`src/rtl/dps_pkg.sv`:
```
package dps_pkg;
  typedef enum logic [2:0] {
    ST_IDLE,
    ST_LOAD_V1,
    ST_SETTLE,
    ST_LOAD_V2,
    ST_WAIT_R,
    ST_CAPTURE,
    ST_DONE
  } seq_state_t;
endpackage

```
`src/rtl/dps_cfg_guard.sv`:
```
module dps_cfg_guard #(
  parameter int CNT_W = 12
) (
  input  logic             clk,
  input  logic             rst,
  input  logic [CNT_W-1:0] rated,
  input  logic [CNT_W-1:0] slow,
  output logic             bad_now,
  output logic             cfg_err
);
  always_comb bad_now = (rated == '0) || (slow <= rated);

  always_ff @(posedge clk) begin
    if (rst) cfg_err <= 1'b0;
    else     cfg_err <= bad_now;
  end
endmodule

```
`src/rtl/dps_interval.sv`:
```
module dps_interval #(
  parameter int CNT_W = 12
) (
  input  logic             clk,
  input  logic             rst,
  input  logic             load,
  input  logic [CNT_W-1:0] load_val,
  output logic             expired
);
  logic [CNT_W-1:0] cnt;

  always_ff @(posedge clk) begin
    if (rst)            cnt <= '0;
    else if (load)      cnt <= load_val;
    else if (cnt != '0) cnt <= cnt - CNT_W'(1);
  end

  always_comb expired = (cnt == '0);


  cnt_no_wrap_chk: assert property (@(posedge clk) disable iff (rst)
    (!load && expired) |=> expired);
endmodule

```
`src/rtl/dps_ctrl.sv`:
```
module dps_ctrl
  import dps_pkg::*;
#(
  parameter int CNT_W = 12
) (
  input  logic             clk,
  input  logic             rst,
  input  logic             start,
  input  logic             bad_now,
  input  logic [CNT_W-1:0] rated,
  input  logic [CNT_W-1:0] slow,
  input  logic             timer_zero,
  output logic             tmr_load,
  output logic [CNT_W-1:0] tmr_val,
  output logic             accept,
  output logic             go_v2,
  output logic             cap_now,
  output logic             in_strobe,
  output logic             out_strobe
);
  seq_state_t       state, nxt;
  logic [CNT_W-1:0] rated_q, slow_q;

  always_comb accept = (state == ST_IDLE) && start && !bad_now;

  always_comb begin
    nxt      = state;
    tmr_load = 1'b0;
    tmr_val  = '0;
    go_v2    = 1'b0;
    unique case (state)
      ST_IDLE:    if (accept) nxt = ST_LOAD_V1;
      ST_LOAD_V1: begin
        nxt      = ST_SETTLE;
        tmr_load = 1'b1;
        tmr_val  = slow_q - CNT_W'(2);
      end
      ST_SETTLE:  if (timer_zero) begin
        nxt   = ST_LOAD_V2;
        go_v2 = 1'b1;
      end
      ST_LOAD_V2: begin
        if (rated_q == CNT_W'(1)) nxt = ST_CAPTURE;
        else begin
          nxt      = ST_WAIT_R;
          tmr_load = 1'b1;
          tmr_val  = rated_q - CNT_W'(2);
        end
      end
      ST_WAIT_R:  if (timer_zero) nxt = ST_CAPTURE;
      ST_CAPTURE: nxt = ST_DONE;
      ST_DONE:    nxt = ST_IDLE;
      default:    nxt = ST_IDLE;
    endcase
  end

  always_comb cap_now = (state == ST_CAPTURE);

  always_ff @(posedge clk) begin
    if (rst) begin
      state      <= ST_IDLE;
      rated_q    <= '0;
      slow_q     <= '0;
      in_strobe  <= 1'b0;
      out_strobe <= 1'b0;
    end else begin
      state      <= nxt;
      in_strobe  <= (nxt == ST_LOAD_V1) || (nxt == ST_LOAD_V2);
      out_strobe <= (nxt == ST_CAPTURE);
      if (accept) begin
        rated_q <= rated;
        slow_q  <= slow;
      end
    end
  end

  // Cycle distances between strobes, used by the checks below
  logic [CNT_W-1:0] v1_gap, v2_gap;
  always_ff @(posedge clk) begin
    if (rst) begin
      v1_gap <= '0;
      v2_gap <= '0;
    end else begin
      if (state == ST_LOAD_V1)  v1_gap <= CNT_W'(1);
      else if (v1_gap != '1)    v1_gap <= v1_gap + CNT_W'(1);
      if (state == ST_LOAD_V2)  v2_gap <= CNT_W'(1);
      else if (v2_gap != '1)    v2_gap <= v2_gap + CNT_W'(1);
    end
  end


  settle_gap_chk: assert property (@(posedge clk) disable iff (rst)
    (in_strobe && state == ST_LOAD_V2) |-> (v1_gap == slow_q));

  rated_gap_chk: assert property (@(posedge clk) disable iff (rst)
    out_strobe |-> (v2_gap == rated_q));

  strobe_excl_chk: assert property (@(posedge clk) disable iff (rst)
    !(in_strobe && out_strobe));

  in_pulse_chk: assert property (@(posedge clk) disable iff (rst)
    in_strobe |=> !in_strobe);

  out_pulse_chk: assert property (@(posedge clk) disable iff (rst)
    out_strobe |=> !out_strobe);
endmodule

```
`src/rtl/dps_capture.sv`:
```
module dps_capture #(
  parameter int RESP_W = 16
) (
  input  logic              clk,
  input  logic              rst,
  input  logic              cap_now,
  input  logic              clear,
  input  logic [RESP_W-1:0] resp_in,
  output logic [RESP_W-1:0] resp_word,
  output logic              done
);
  always_ff @(posedge clk) begin
    if (rst) begin
      resp_word <= '0;
      done      <= 1'b0;
    end else begin
      if (cap_now) resp_word <= resp_in;
      if (cap_now)    done <= 1'b1;
      else if (clear) done <= 1'b0;
    end
  end


  resp_hold_chk: assert property (@(posedge clk) disable iff (rst)
    (done && !clear) |=> ($stable(resp_word) && done));

  done_rise_chk: assert property (@(posedge clk) disable iff (rst)
    $rose(done) |-> $past(cap_now));
endmodule

```
`src/rtl/delay_pair_sequencer.sv`:
```
module delay_pair_sequencer #(
  parameter int DATA_W = 16,
  parameter int RESP_W = 16,
  parameter int CNT_W  = 12
) (
  input  logic              clk,
  input  logic              rst,
  input  logic              start,
  input  logic [CNT_W-1:0]  rated_cyc,
  input  logic [CNT_W-1:0]  slow_cyc,
  input  logic [DATA_W-1:0] vec_a,
  input  logic [DATA_W-1:0] vec_b,
  input  logic [RESP_W-1:0] resp_in,
  output logic [DATA_W-1:0] in_word,
  output logic              in_strobe,
  output logic              out_strobe,
  output logic [RESP_W-1:0] resp_word,
  output logic              done,
  output logic              cfg_err
);
  logic             bad_now, timer_zero, tmr_load, accept, go_v2, cap_now;
  logic [CNT_W-1:0] tmr_val;
  logic [DATA_W-1:0] v2_q;

  dps_cfg_guard #(.CNT_W(CNT_W)) u_guard (
    .clk(clk), .rst(rst), .rated(rated_cyc), .slow(slow_cyc),
    .bad_now(bad_now), .cfg_err(cfg_err)
  );

  dps_interval #(.CNT_W(CNT_W)) u_timer (
    .clk(clk), .rst(rst), .load(tmr_load), .load_val(tmr_val),
    .expired(timer_zero)
  );

  dps_ctrl #(.CNT_W(CNT_W)) u_ctrl (
    .clk(clk), .rst(rst), .start(start), .bad_now(bad_now),
    .rated(rated_cyc), .slow(slow_cyc), .timer_zero(timer_zero),
    .tmr_load(tmr_load), .tmr_val(tmr_val), .accept(accept),
    .go_v2(go_v2), .cap_now(cap_now),
    .in_strobe(in_strobe), .out_strobe(out_strobe)
  );

  dps_capture #(.RESP_W(RESP_W)) u_cap (
    .clk(clk), .rst(rst), .cap_now(cap_now), .clear(accept),
    .resp_in(resp_in), .resp_word(resp_word), .done(done)
  );

  // Vector path: first vector on accept, second at the second launch
  always_ff @(posedge clk) begin
    if (rst) begin
      in_word <= '0;
      v2_q    <= '0;
    end else if (accept) begin
      in_word <= vec_a;
      v2_q    <= vec_b;
    end else if (go_v2) begin
      in_word <= v2_q;
    end
  end


  word_hold_chk: assert property (@(posedge clk) disable iff (rst)
    (!accept && !go_v2) |=> $stable(in_word));
endmodule

```
`config.mk`:
```
export PLATFORM = sky130hd
export DESIGN_NAME = delay_pair_sequencer
export DESIGN_NICKNAME = d
export VERILOG_FILES = /design/src/rtl/dps_pkg.sv /design/src/rtl/dps_cfg_guard.sv /design/src/rtl/dps_interval.sv /design/src/rtl/dps_ctrl.sv /design/src/rtl/dps_capture.sv /design/src/rtl/delay_pair_sequencer.sv
export SDC_FILE = /design/constraint.sdc
export NUM_CORES = 1
export LEC_CHECK = 0
export BUFFER_PORTS_ARGS = -buffer_cell sky130_fd_sc_hd__buf_2
export CAP_MARGIN = 20
export CORE_UTILIZATION = 54
export DETAILED_ROUTE_END_ITERATION = 10
export PLACE_DENSITY = 0.9
export SLEW_MARGIN = 20
export SYNTH_ARGS = -nofsm -noshare
export SYNTH_HDL_FRONTEND = slang
export SYNTH_HIERARCHICAL = 1
export SYNTH_SLANG_ARGS = --single-unit
export TNS_END_PERCENT = 30
```
`constraint.sdc`:
```
create_clock -name clk -period 3.46 [get_ports clk]
set_input_delay 0.346 -clock clk [delete_from_list [all_inputs] [get_ports clk]]
set_output_delay 0.346 -clock clk [all_outputs]
set_load 0.02 [all_outputs]
```
## Word-level counts from Yosys, hierarchy flattened

Cells that the tools add are included.

| word-level totals | value |
|---|---|
| register bits after elaboration | 91 |
| latch bits | 0 |
| bits in writable memories | 0 |
| ROM bits | 0 |
| bits of input ports | 75 |
| output and inout port bits | 36 |
| logic and storage cells | 53 |
| memories | 0 |

| operators by class | value |
|---|---|
| $add $sub $neg | 3 |
| multipliers | 0 |
| div/mod/pow operators | 0 |
| order comparisons | 1 |
| eq/ne operators | 9 |
| shifts and indexed selects | 0 |
| multiplexer cells | 17 |
| bitwise operators | 0 |
| reductions and logical operators | 12 |

Operator list:

| kind | number |
|---|---|
| 2-to-1 mux 12 bit | 3 |
| 2-to-1 mux 16 bit | 2 |
| zero test 12 bit | 2 |
| one-hot mux 12 bit (2 select lines) | 1 |
| subtractor 12 x 2 -> 12 bit (second input constant) | 2 |
| one-hot mux 3 bit (6 select lines) | 1 |
| equality test 12 x 1 -> 1 bit (second input constant) | 1 |
| <= comparator 12 bit | 1 |
| nonzero test 12 bit | 1 |
| subtractor 12 x 1 -> 12 bit (second input constant) | 1 |
| equality test 3 x 2 -> 1 bit (second input constant) | 3 |
| equality test 3 bit (second input constant) | 3 |
| 2-to-1 mux 3 bit | 3 |
| equality test 3 x 1 -> 1 bit (second input constant) | 2 |
| 2-to-1 mux 1 bit | 6 |
| nonzero test 2 bit | 3 |
| zero test 3 bit | 1 |
| logical AND 1 bit | 2 |
| logical OR 1 bit | 2 |
| one-hot mux 1 bit (2 select lines) | 1 |
| zero test 1 bit | 1 |

## Longest topological paths before layout

| depth | value |
|---|---|
| depth after elaboration | 8 |
| gate-level depth with buffers | 15 |
| mapped depth without buffers | 11 |

## Hierarchy

The synthesis kept the hierarchy.

By module, submodules not included:

| module | times used | cells an instance | area an instance (sq um) | seq. area each (sq um) |
|---|---|---|---|---|
| dps_ctrl | 1 | 208 | 1635.3 | 580.6 |
| delay_pair_sequencer | 1 | 123 | 1318.8 | 640.6 |
| dps_interval | 1 | 93 | 729.4 | 240.2 |
| dps_capture | 1 | 56 | 616.8 | 340.3 |
| dps_cfg_guard | 1 | 49 | 386.6 | 20.0 |

## Worst setup path before layout

Ideal clock, no wire load.

| timing path | value |
|---|---|
| path type | in2reg |
| from | in rated_cyc[1] |
| to | reg v2_q[0] |
| library setup time | 0.128 ns |
| arrival | 2.738 ns |
| data required time | 3.332 ns |
| path slack | 0.594 ns |
| cell stages on the path | 15 |
| buffers on the path | 4 |
| path through | inv_1 ha_1 nor2b_4 o211ai_2 a211oi_2 o31ai_1 or3b_1 or3_1 buf_6 clkinv_4 buf_8 buf_2 buf_2 mux2i_1 nor2_1 |

| on the way | value |
|---|---|
| longest elaborated chain between the ends | 4 |
| elaborated cells between the ends (all ways) | 5 |
| classes of those cells | order compare (1); reduce/logical (4) |

RTL lines:

| element | line | RTL |
|---|---|---|
| from (decl) | delay_pair_sequencer.sv:9 | `input logic [CNT_W-1:0] rated_cyc,` |
| <= comparator 12 bit or zero test 12 bit (tied branches) | dps_cfg_guard.sv:11 | `always_comb bad_now = (rated == '0) \|\| (slow <= rated);` |
| logical OR 1 bit (*) | dps_cfg_guard.sv:11 |  |
| net bad_now | delay_pair_sequencer.sv:21 | `logic bad_now, timer_zero, tmr_load, accept, go_v2, cap_now;` |
| zero test 1 bit (*) | dps_ctrl.sv:24 | `always_comb accept = (state == ST_IDLE) && start && !bad_now;` |
| logical AND 1 bit (*) | dps_ctrl.sv:24 |  |
| net accept | delay_pair_sequencer.sv:21 |  |
| to (signal assigned) | delay_pair_sequencer.sv:55 | `v2_q <= vec_b;` |
| to (decl) | delay_pair_sequencer.sv:23 | `logic [DATA_W-1:0] v2_q;` |

The timed path passes the listed nets; every way through them passes the cells marked *.
A chain may end at the register's enable or synchronous reset.

## Worst setup path in the final report

| timing path | value |
|---|---|
| from | reg u_timer.cnt[0] |
| to | reg in_word[2] |

| on the way | value |
|---|---|
| longest elaborated chain between the ends | 4 |

RTL lines:

| element | line | RTL |
|---|---|---|
| from (decl) | dps_interval.sv:10 | `logic [CNT_W-1:0] cnt;` |
| from (signal assigned) | dps_interval.sv:14 | `else if (load) cnt <= load_val;` |
| from (signal assigned) | dps_interval.sv:15 | `else if (cnt != '0) cnt <= cnt - CNT_W'(1);` |
| zero test 12 bit | dps_interval.sv:18 | `always_comb expired = (cnt == '0);` |
| net timer_zero | delay_pair_sequencer.sv:21 |  |
| 2-to-1 mux 1 bit | dps_ctrl.sv:38 | `ST_SETTLE: if (timer_zero) begin` |
| 2-to-1 mux 1 bit | dps_ctrl.sv:31 | `unique case (state)` |
| net go_v2 | delay_pair_sequencer.sv:21 |  |
| nonzero test 2 bit (no source line) | - |  |
| to (signal assigned) | delay_pair_sequencer.sv:54 | `in_word <= vec_a;` |
| to (signal assigned) | delay_pair_sequencer.sv:57 | `in_word <= v2_q;` |
| to (decl) | delay_pair_sequencer.sv:14 | `output logic [DATA_W-1:0] in_word,` |

The timed path passes the listed nets, and every way through them passes these cells.

==> results_dict.tcl <==
set metrics [dict create \
    p_per_area_mw_per_mm2 565.8 \
    min_path_cells 3 \
    tns_ns 0 \
    fillCellCount 634 \
    hold_viol_final 0 \
    ys_ff_latch 91 \
    antenna_found_initial 0 \
    routabilityCongestion 0.8750 \
    finalSetupViolations 0 \
    multi_input_area_sq_mm 0.002534 \
    worstSetupPathType "reg -> reg" \
    grt_pass1_wl_um 18080 \
    wirelength_um 11420 \
    min_period_ns 2.959 \
    syn-mean-instance-area_sq_um 8.860 \
    syn_inst 529 \
    fin_worst_skew_ns 0.01448 \
    fin_nets 720 \
    slew_viol_final 0 \
    ff2ff_setup_slack_ns 0.50 \
    synth_area_leader_cell "dfxtp_1" \
    stdcell_count 739 \
    finalCritPeriodShare_pct 85.52 \
    hold_buffers 0 \
    cts_num_sinks 91 \
    die_w_um 95.17 \
    synth_cell_types 57 \
    crit_top_cell "inv_1" \
    die_h_um 95.17 \
    netlist.area_leader.share_pct 38.87 \
    leakagePower_nw 2.316 \
    drtIter0Drc 246 \
    synthesis.area_sq_mm 0.004687 \
    crit_path_max_incr_delay_ns 0.56 \
    final_antenna_net_count 0 \
    yosysWarnings 6 \
    synthArstFlopShare_pct 0 \
    slew_headroom_pct 31.54 \
    place_inst 723 \
    route.met2.wl_um 5809 \
    cts_buffers 9 \
    cts_root_buffer "clkbuf_8" \
    critPathLaunchType "flip-flop" \
    r2r_cells 10 \
    clk_latency_ns 0.37 \
    highest_layer "met4" \
    drc 0 \
    area_delta_synth_final_pct 16.55 \
    regArea_sq_mm 0.001822 \
    diodes 0 \
    post_cts_buffers 0 \
    critPathArrivalTime_ns 3.17 \
    crit_chain "inv_1, ha_1, nor3b_1, nand3_1, inv_1, nor2b_1, and2_1, buf_4, mux2i_1, a211oi_1" \
    fmax_ghz 0.3379 \
    peakVddDrop_v 0.0003042 \
    endpoint_kind "flip-flop" \
    initial_core_util_pct 56.48 \
    wl_per_cell_um 15.45 \
    total_power_mw 3.091 \
    synth_top_flop_cell "dfxtp_1" \
    hold_path_class "in -> reg" \
    core_area_sq_mm 0.008299 \
    rsz0062_at_grt "no" \
    cts_tree "yes" \
    post-route-util_pct 65.82 \
    required_ns 3.68 \
    yosysSeqAreaShare_pct 38.87 \
    dr_wl_met3_um 591 \
    m1WireLength_um 4602 \
    cts.clk_slew.worst_paths_ns 0.11 \
    drive_above_1_share_pct 26.34 \
    cap_violations 0 \
    status "complete, no violations" \
    track_usage_pct 25.48 \
    overflow 0 \
    firstDrtPassIters 5 \
    synth-edff-count 0 \
    synth_common_cells "dfxtp_1 (91), nor2_1 (54), mux2i_1 (53), nand2_1 (52), inv_1 (33)" \
    htreeDepth 3 \
    yosysMostFrequentCell "dfxtp_1" \
    ios 111 \
    slowest_stage "nor3b_1" \
    clockBufferDepth 2 \
    dr_total_vias 4187 \
    num_rows 33 \
    ctsResizeCount 0 \
    hpwl_um 8239 \
    ys_top_cells_by_area "dfxtp_1 (39%), mux2i_1 (11%), nor2_1 (4.3%)" \
    viasPerCell 5.666 \
    grt_max_degree 43 \
    grt_pass1_vias 3977 \
    cp_max_fo 16 \
    die_area_sq_mm 0.009056 \
    portBuffers 110 \
    worst_pin_slew_ns 1.026 \
    synthesis.nets 620 \
]
-- kinds of logic (layout without fill, tap and decap cells) --
logic type	Yosys count	count (layout)	synth area share, %
muxes	53	53	11.32
buffers and inverters	62	167	7.128
and+or+nand+nor	196	196	20.88
xor gates and xnor gates	16	16	2.990
adders and majority gates	16	16	4.271
AOI/OAI and AO/OA	95	95	14.55
DFF	91	91	38.87
-- cell usage in the layout (no fill, tap or decap), types with 3 or more instances in the layout --
master	Yosys	routed
xor2_1	9	9
a211oi_1	19	19
ha_1	16	16
nor3_1	13	13
a21oi_2	12	12
clkbuf_8	0	9
nand2_1	52	52
inv_1	33	33
buf_2	8	110
nand3_1	7	7
nor3b_1	3	3
a21o_1	3	3
a221oi_1	4	4
nand2_2	10	10
nand4_1	4	4
nor2b_1	20	20
nor2_1	54	53
a21oi_1	26	26
dfxtp_1	91	91
mux2i_1	53	53
xnor2_1	7	7
nand2b_1	7	7
buf_4	1	7
o21ai_0	4	4
o22ai_1	11	11
nor4_1	8	8
-- worst max-delay path, delay by kind of cell, from the launching register on --
kind	cells	cell delay, ns
AND/OR/NAND/NOR	4	1.32
buffers and inverters	3	0.61
flip-flops	1	0.34
multiplexers	1	0.25
adder cells (fa/ha/maj)	1	0.18
AO/OA/AOI/OAI	1	0.10
-- registers in the layout, indices dropped and copies added (netlist names) --
signal and flops:
u_ctrl/out_strobe 1, u_cap/resp_word 16, u_ctrl/rated_q 12, u_cap/done 1, u_ctrl/in_strobe 1, u_ctrl/slow_q 12
v2_q 16, u_timer/cnt 12, u_guard/cfg_err 1, u_ctrl/state 3, in_word 16
-- metrics by stage --
stage / hold WS, ns / cell area (sq um) / setup slack, ns
after CTS: 0.2040 / 5463 / 0.5263
after detailed placement: 0.4714 / 5223 / 0.2356
final: 0.2093 / 5463 / 0.5008
after global placement: 0.4580 / 5223 / 0.4099
after floorplan: 0.4188 / 4687 / 0.5940
after global routing: 0.2186 / 5463 / 0.2782
-- path summary, 6_finish.rpt --
kind / start / to
min reg2reg: u_cap/done / u_cap/done
max: u_timer/cnt[0] / in_word[2]
max reg2reg: u_timer/cnt[0] / in_word[2]
min: vec_b[12] / v2_q[12]
-- final cells by class --
| type | count | share of cell area [%] |
|---|---|---|
| inverters | 34 | 2.428 |
| clock inverters | 7 | 2.130 |
| multi-input cells | 376 | 46.38 |
| clock buffers | 9 | 2.268 |
| flip-flops and latches | 91 | 33.35 |
| well taps | 105 | 2.405 |
| repair buffers | 117 | 11.04 |
-- routing by layer --
layer  global-route usage (%)  vias to the layer above
met2                    45.30                      154
met5                        0                        -
met1                    29.04                     1961
li1                         -                     2034
met4                    14.39                        0
met3                    3.589                       38
-- where the power goes --
part | leakage [nW] | internal, mW | switching, mW
combinational | 1.45 | 0.419 | 0.545
clock | 0.121 | 0.427 | 0.418
sequential | 0.742 | 1.17 | 0.113
total | 2.32 | 2.02 | 1.08
No activity file was read; power rests on OpenSTA's default activity.
